<file path="config.mk">
export PLATFORM = sky130hd
export DESIGN_NAME = irq_requester
export DESIGN_NICKNAME = d
export VERILOG_FILES = /design/src/rtl/irq_requester.sv
export SDC_FILE = /design/constraint.sdc
export NUM_CORES = 1
export LEC_CHECK = 0
export ABC_AREA = 1
export BUFFER_PORTS_ARGS = -buffer_cell sky130_fd_sc_hd__buf_2
export CORE_AREA = 4 4 41 43
export CTS_BUF_LIST = sky130_fd_sc_hd__clkbuf_8
export CTS_CLUSTER_SIZE = 16
export DETAILED_ROUTE_END_ITERATION = 6
export DIE_AREA = 0 0 45 47
export GPL_TIMING_DRIVEN = 0
export PLACE_DENSITY_LB_ADDON = 0.25
export RECOVER_POWER = 25
export SETUP_SLACK_MARGIN = 0.02
export SLEW_MARGIN = 10
export SYNTH_ARGS = -nofsm -noshare
export SYNTH_HDL_FRONTEND = slang
export SYNTH_SLANG_ARGS = --single-unit
</file>
<file path="constraint.sdc">
create_clock -name clk -period 2.3 [get_ports clk]
set_clock_uncertainty 0.1 [all_clocks]
set_input_delay 0 -clock clk [delete_from_list [all_inputs] [get_ports clk]]
set_output_delay 0 -clock clk [all_outputs]
set_load 0.1 [all_outputs]
</file>
<file path="src/rtl/irq_requester.sv">
module irq_requester #(
  parameter int DATA_W = 16,
  parameter logic [5:0] VEC_HI = 6'o30,
  parameter bit NPR_HOLD = 1'b1
) (
  input  logic              clk,
  input  logic              rst_n,
  input  logic              bus_init,
  input  logic              req_a,
  input  logic              ena_a,
  input  logic              req_b,
  input  logic              ena_b,
  input  logic              grant_in,
  input  logic              busy_in,
  input  logic              ssyn_in,
  input  logic              npr_in,
  output logic              bus_req,
  output logic              grant_out,
  output logic              sack,
  output logic              busy_out,
  output logic              intr_out,
  output logic [DATA_W-1:0] vec_data
);
  localparam int PAD_W = DATA_W - 9;

  typedef enum logic [1:0] {S_IDLE, S_REQ, S_ACK, S_MST} state_t;
  state_t state;

  logic cond_a, cond_b, armed_a, armed_b, act_a, act_b, sel_b, done;

  assign cond_a = req_a & ena_a;
  assign cond_b = req_b & ena_b;
  assign act_a  = cond_a & armed_a;
  assign act_b  = cond_b & armed_b;

  assign bus_req   = (state == S_REQ);
  assign sack      = (state == S_ACK);
  assign busy_out  = (state == S_MST);
  assign grant_out = grant_in & (state == S_IDLE);
  assign intr_out  = busy_out & ~(NPR_HOLD & npr_in);
  assign done      = intr_out & ssyn_in;
  assign vec_data  = (busy_out && intr_out) ? {{PAD_W{1'b0}}, VEC_HI, sel_b, 2'b00} : '0;

  always_ff @(posedge clk or negedge rst_n) begin
    if (!rst_n) begin
      state <= S_IDLE;
      sel_b <= 1'b0;
    end else if (bus_init) begin
      state <= S_IDLE;
      sel_b <= 1'b0;
    end else begin
      case (state)
        S_IDLE: if (act_a || act_b) state <= S_REQ;
        S_REQ: begin
          if (!(act_a || act_b)) state <= S_IDLE;
          else if (grant_in) begin
            state <= S_ACK;
            sel_b <= ~act_a;
          end
        end
        S_ACK: if (!grant_in && !busy_in && !ssyn_in) state <= S_MST;
        S_MST: if (done) state <= S_IDLE;
        default: state <= S_IDLE;
      endcase
    end
  end

  always_ff @(posedge clk or negedge rst_n) begin
    if (!rst_n) begin
      armed_a <= 1'b1;
      armed_b <= 1'b1;
    end else if (bus_init) begin
      armed_a <= 1'b1;
      armed_b <= 1'b1;
    end else begin
      if (!cond_a) armed_a <= 1'b1;
      else if (done && !sel_b) armed_a <= 1'b0;
      if (!cond_b) armed_b <= 1'b1;
      else if (done && sel_b) armed_b <= 1'b0;
    end
  end

  AST_SACK_NEEDS_GRANT: assert property (@(posedge clk) disable iff (!rst_n)
    $rose(sack) |-> $past(bus_req && grant_in));
  AST_BUSY_QUIET_BUS: assert property (@(posedge clk) disable iff (!rst_n)
    $rose(busy_out) |-> $past(sack && !grant_in && !busy_in && !ssyn_in && !bus_init));
  AST_NO_PASS_WHILE_OWNED: assert property (@(posedge clk) disable iff (!rst_n)
    (bus_req || sack || busy_out) |-> !grant_out);
  AST_VEC_ALIGNED: assert property (@(posedge clk) disable iff (!rst_n)
    vec_data[1:0] == 2'b00);
  AST_RELEASE_ON_SSYN: assert property (@(posedge clk) disable iff (!rst_n)
    (busy_out && intr_out && ssyn_in && !bus_init) |=> !busy_out);
  AST_NPR_BLOCKS_STROBE: assert property (@(posedge clk) disable iff (!rst_n)
    (NPR_HOLD && npr_in) |-> !intr_out);
  AST_INIT_IDLE: assert property (@(posedge clk) disable iff (!rst_n)
    bus_init |=> (!bus_req && !sack && !busy_out));
  AST_VEC_ONLY_MASTER: assert property (@(posedge clk) disable iff (!rst_n)
    (vec_data != '0) |-> (busy_out && intr_out));
  AST_WITHDRAW: assert property (@(posedge clk) disable iff (!rst_n)
    (bus_req && !grant_in && !cond_a && !cond_b) |=> !bus_req);
endmodule

</file>
## Word level (Yosys, flattened, before mapping)

Index checks and enable logic that the tools add are counted.

- Equal/unequal tests: 9
- Muxes and demuxes: 18
- Bitwise logic cells: 9
- Reduce and logical (&&, ||, !) cells: 16

Operators with widths:

| operator | number |
|---|---|
| 3-bit by 2-bit inequality test with 1-bit output (second input constant) | 5 |
| 2-bit two-way mux | 6 |
| 1-bit two-way mux | 10 |
| 8-bit two-way mux | 1 |
| 2-bit one-hot mux with 4 select lines | 1 |
| 1-bit bitwise AND | 7 |
| 2-bit nonzero test | 3 |
| 1-bit logical AND | 5 |
| 2-bit == test (second input constant) | 2 |
| 1-bit logical NOT | 4 |
| 4-bit inequality test (second input constant) | 1 |
| 4-bit AND reduction | 1 |
| 3-bit AND reduction | 1 |
| 2-bit by 1-bit == test with 1-bit output (second input constant) | 1 |
| 2-bit logical NOT | 1 |
| 1-bit NOT | 2 |
| 1-bit logical OR | 1 |

- Register bits after elaboration: 5
- Input bits: 11
- Output and inout port bits: 21
- Logic and storage cells: 56

## Longest topological paths before layout

- Depth after elaboration: 7
- Mapped depth: 8
- Gate-level depth less buffers: 8

## Worst setup path after synthesis

Ideal clock, no wire load.

- Path type: reg-to-output
- Start point: register state[0]
- End point: output vec_data[2]
- Data arrival time: 2568 ps
- Data required time: 2200 ps
- Setup slack: -368 ps
- Cell stages (with the launch flop): 3
- Buffers on the path: 0
- Cells stage by stage: dfrtp_1 -> nand2_1 -> nor3_1

- Cells in the longest elaborated chain, start to end: 4

Ends and longest elaborated chain:

| what | RTL line | RTL |
|---|---|---|
| start, declared | 27 | `state_t state;` |
| start signal, assigned | 46 | `state <= S_IDLE;` |
| start signal, assigned | 49 | `state <= S_IDLE;` |
| start signal, assigned | 53 | `S_IDLE: if (act_a \|\| act_b) state <= S_REQ;` |
| 2-bit == test (*) | 38 | `assign busy_out = (state == S_MST);` |
| 1-bit bitwise AND | 40 | `assign intr_out = busy_out & ~(NPR_HOLD & npr_in);` |
| 1-bit logical AND (*) | 42 | `assign vec_data = (busy_out && intr_out) ? {{PAD_W{1'b0}}, VEC_HI, sel_b, 2'b00} : '0;` |
| 8-bit two-way mux (*) | 42 |  |
| end, declared | 22 | `output logic [DATA_W-1:0] vec_data` |

Every way passes the cells marked *; elsewhere a longest branch is shown, timed or not.

## Worst setup path in the final report

- Start point: register armed_a
- End point: register sel_b

- Cells in the longest elaborated chain, start to end: 6
- Elaborated cells between the ends (all ways): 9
- Classes of those cells: mux (4); bitwise (2); reduce/logical (3)

Ends and longest elaborated chain:

| what | RTL line | RTL |
|---|---|---|
| start, declared | 29 | `logic cond_a, cond_b, armed_a, armed_b, act_a, act_b, sel_b, done;` |
| start signal, assigned | 70 | `armed_a <= 1'b1;` |
| start signal, assigned | 73 | `armed_a <= 1'b1;` |
| start signal, assigned | 76 | `if (!cond_a) armed_a <= 1'b1;` |
| 1-bit bitwise AND (*) | 33 | `assign act_a = cond_a & armed_a;` |
| 1-bit NOT | 58 | `sel_b <= ~act_a;` |
| 1-bit two-way mux | 56 | `else if (grant_in) begin` |
| 1-bit two-way mux | 55 | `if (!(act_a \|\| act_b)) state <= S_IDLE;` |
| 1-bit two-way mux | 52 | `case (state)` |
| 1-bit two-way mux | 48 | `end else if (bus_init) begin` |
| end signal, assigned | 58 |  |
| end, declared | 29 |  |

Every way passes the cells marked *; elsewhere a longest branch is shown, timed or not. The select of a mux whose other input is x is not followed.
A chain may end at the register's enable or synchronous reset.

==> flow_summary.toml <==
[floorplan]
dieArea_sq_um = 2115
die_y_microns = 47
ioPinCount = 32
rows = 13
start_util_pct = 39.13
core_area_sq_um = 1301
dieWidth_microns = 45

[grt]
grt_max_degree = 9
grt_pass1_vias = 500
grt_first_pass_wirelength_mm = 1.787
grt_usage_pct = 11.51
antenna_found_initial = 0
grt.overflow.total = 0

[setup_path]
r2r_setup_slack_ns = 0.37
rr_startpoint = "armed_a"
rr_worst_depth = 6
cp_data_arrival_time_ns = 1.92
crit_end = "sel_b"
worstSetupStartpointType = "register"
crit_required_ns = 2.29
cp-startpoint = "armed_a"
cp_max_fo = 4
worst-setup-path-type = "reg2reg"
end_kind = "register"
rr_endpoint = "sel_b"

[synth]
yosys-top-cells-count = "nand2_1, buf_4, inv_1"
ys_seq_area_share_pct = 25.06
synth.distinct_cells = 14
yosysTopAreaCellShare_pct = 22.11
syn_inst = 80
async_flop_share_pct = 100.0
ys_warn_count = 0
ys_seq_elements = 5
synth_flop_cell = "dfrtp_1"
synth_area_sq_um = 509.2
synth.most_common_cell = "nand2_1"
synth.avg_cell_area_sq_um = 6.365
yosysTopAreaCell = "buf_4"
synth_edf_count = 0
synth_area_leaders = "buf_4, dfrtp_1, nand2_1, dfstp_2, inv_1"

[clocking]
clock_latency_ns = 0.22
cts_repair_resize_count = 0
cts.path.max_buffers = 2
cts_tree = "done"
cts_sinks = 5
clockRootBuffer = "clkbuf_8"
cts_made_buffers = 3
cts.clk_slew.worst_paths_ns = 0.03
htree_levels = 1

[power]
ir_drop_v = 0.0004928
p_leak_nw = 0.4638
cellPowerDensity_nw_per_um2 = 905.0

[routing]
drc = 0
avgRoutedWirePerCell_microns = 9.052
drtAntennaViolNets = 0
firstDrtPassIters = 3
num_vias = 558
wirelength_mm = 1.222
via_per_inst = 4.133
drt-initial-drc-count = 11

[sta]
fin_tns_setup_ns = 0
rsz0062_at_grt = "false"
period_needed_ns = 1.929
max_freq_mhz = 518.4
min_period_over_period_pct = 83.87
hold_violations = 0
setup_viol = 0
drv_slew = 0

[placed_design]
dp_hpwl_microns = 958.8
io_buffers = 17
dp_cells = 124
place.gp.congestion = 0.7838

[cells_and_area]
nets = 132
area_growth_syn_to_layout_pct = 52.58
drive_gt1_share_pct = 34.17
final_cell_count_no_fill = 135
diodes = 0

[run_status]
status = "finished, final reports clean"

[job]
drv_cap = 0

[hold_path]
min_path_type = "in2async"
-- sequential cells by signal, indices dropped and copies added, names as in the netlist --
signal,flops
armed_a,1
sel_b,1
state,2
armed_b,1
-- per-layer routing --
metal  vias to the layer above  GRT usage [%]  share of wire (%)  wire (microns)
met1                       234          12.67                 42             514
li1                        300              -                  -               -
met4                         0          3.509                  0               0
met3                         0          3.448                 10             128
met5                         -              0                  0               0
met2                        24          21.19                 47             579
-- where the power goes --
group | internal [mW] | switching [mW]
registers | 0.102 | 0.0198
clock network | 0.114 | 0.0379
logic | 0.0835 | 0.346
-- worst min path at each step --
stage,from,endpoint,slack [ns],depth (start not counted)
detailed placement,rst_n,state[1],-0.28,1
global route,rst_n,sel_b,0.1,2
finish,rst_n,sel_b,0.07,2
floorplan,rst_n,sel_b,-0.40,0
global placement,rst_n,sel_b,-0.29,1
CTS,rst_n,sel_b,0.03,2
-- final cells by class --
cell class / count / area (sq um)
plain buffers: 16 / 127.6
clock buffers: 3 / 41.29
clock inverters: 1 / 3.754
fillers: 134 / 524.3
inverters: 10 / 37.54
multi-input cells: 61 / 266.5
flip-flops and latches: 5 / 127.6
well taps: 15 / 18.77
repair buffers: 24 / 153.9
-- per-stage QoR --
step | util (%) | setup WS [ns] | instance area (sq um) | hold WS, ns | total power [mW]
6_report | 59.71 | 0.3709 | 777.0 | 0.07456 | 0.7032
3_5_place_dp | 50.96 | 0.8948 | 663.1 | -0.2835 | 0.5448
3_3_place_gp | 50.96 | 0.9232 | 663.1 | -0.2869 | 0.5410
2_1_floorplan | - | 0.2560 | 559.3 | -0.3956 | 0.4918
5_1_grt | 59.71 | 0.2339 | 777.0 | 0.09845 | 0.7446
4_1_cts | 59.81 | 0.3924 | 778.2 | 0.02683 | 0.7081
-- worst max-delay path: stages, from the launching register on --
cell	delay (ns)
dfstp_2	0.52
nand3_1	0.12
nand2_1	0.15
nand2_1	0.10
o21ai_0	0.16
a21oi_1	0.09
dlygate4sd3_1	0.56
-- kinds of logic (layout without fill, tap and decap cells) --
| family | Yosys count | after routing | synth area share [%] |
|---|---|---|---|
| other cells | 1 | 13 | 0.7364 |
| compound gates | 7 | 7 | 6.879 |
| buf+inv | 26 | 54 | 32.43 |
| simple gates | 41 | 41 | 34.89 |
| flops | 5 | 5 | 25.06 |
-- cell usage in the layout, fill, tap and decap left out --
cell and n:
nand2_1 20, buf_2 16, buf_4 15, conb_1 13, inv_1 11, nor2_1 8
dlygate4sd3_1 7, nand3_1 6, o21ai_0 4, nor2_2 3, a21oi_1 3, nand4_1 3
clkbuf_8 3, dfrtp_1 3, dfstp_2 2, nor3_2 1, buf_8 1, clkbuf_1 1
-- what timing repair did --
item / CTS / global route
endpoints found under the hold margin: 10 / 0
hold buffers: 7 / 0
buffers inserted: 0 / 0
endpoints found under the setup margin: 0 / 0
Note: power is estimated with default switching activity, not from simulation.
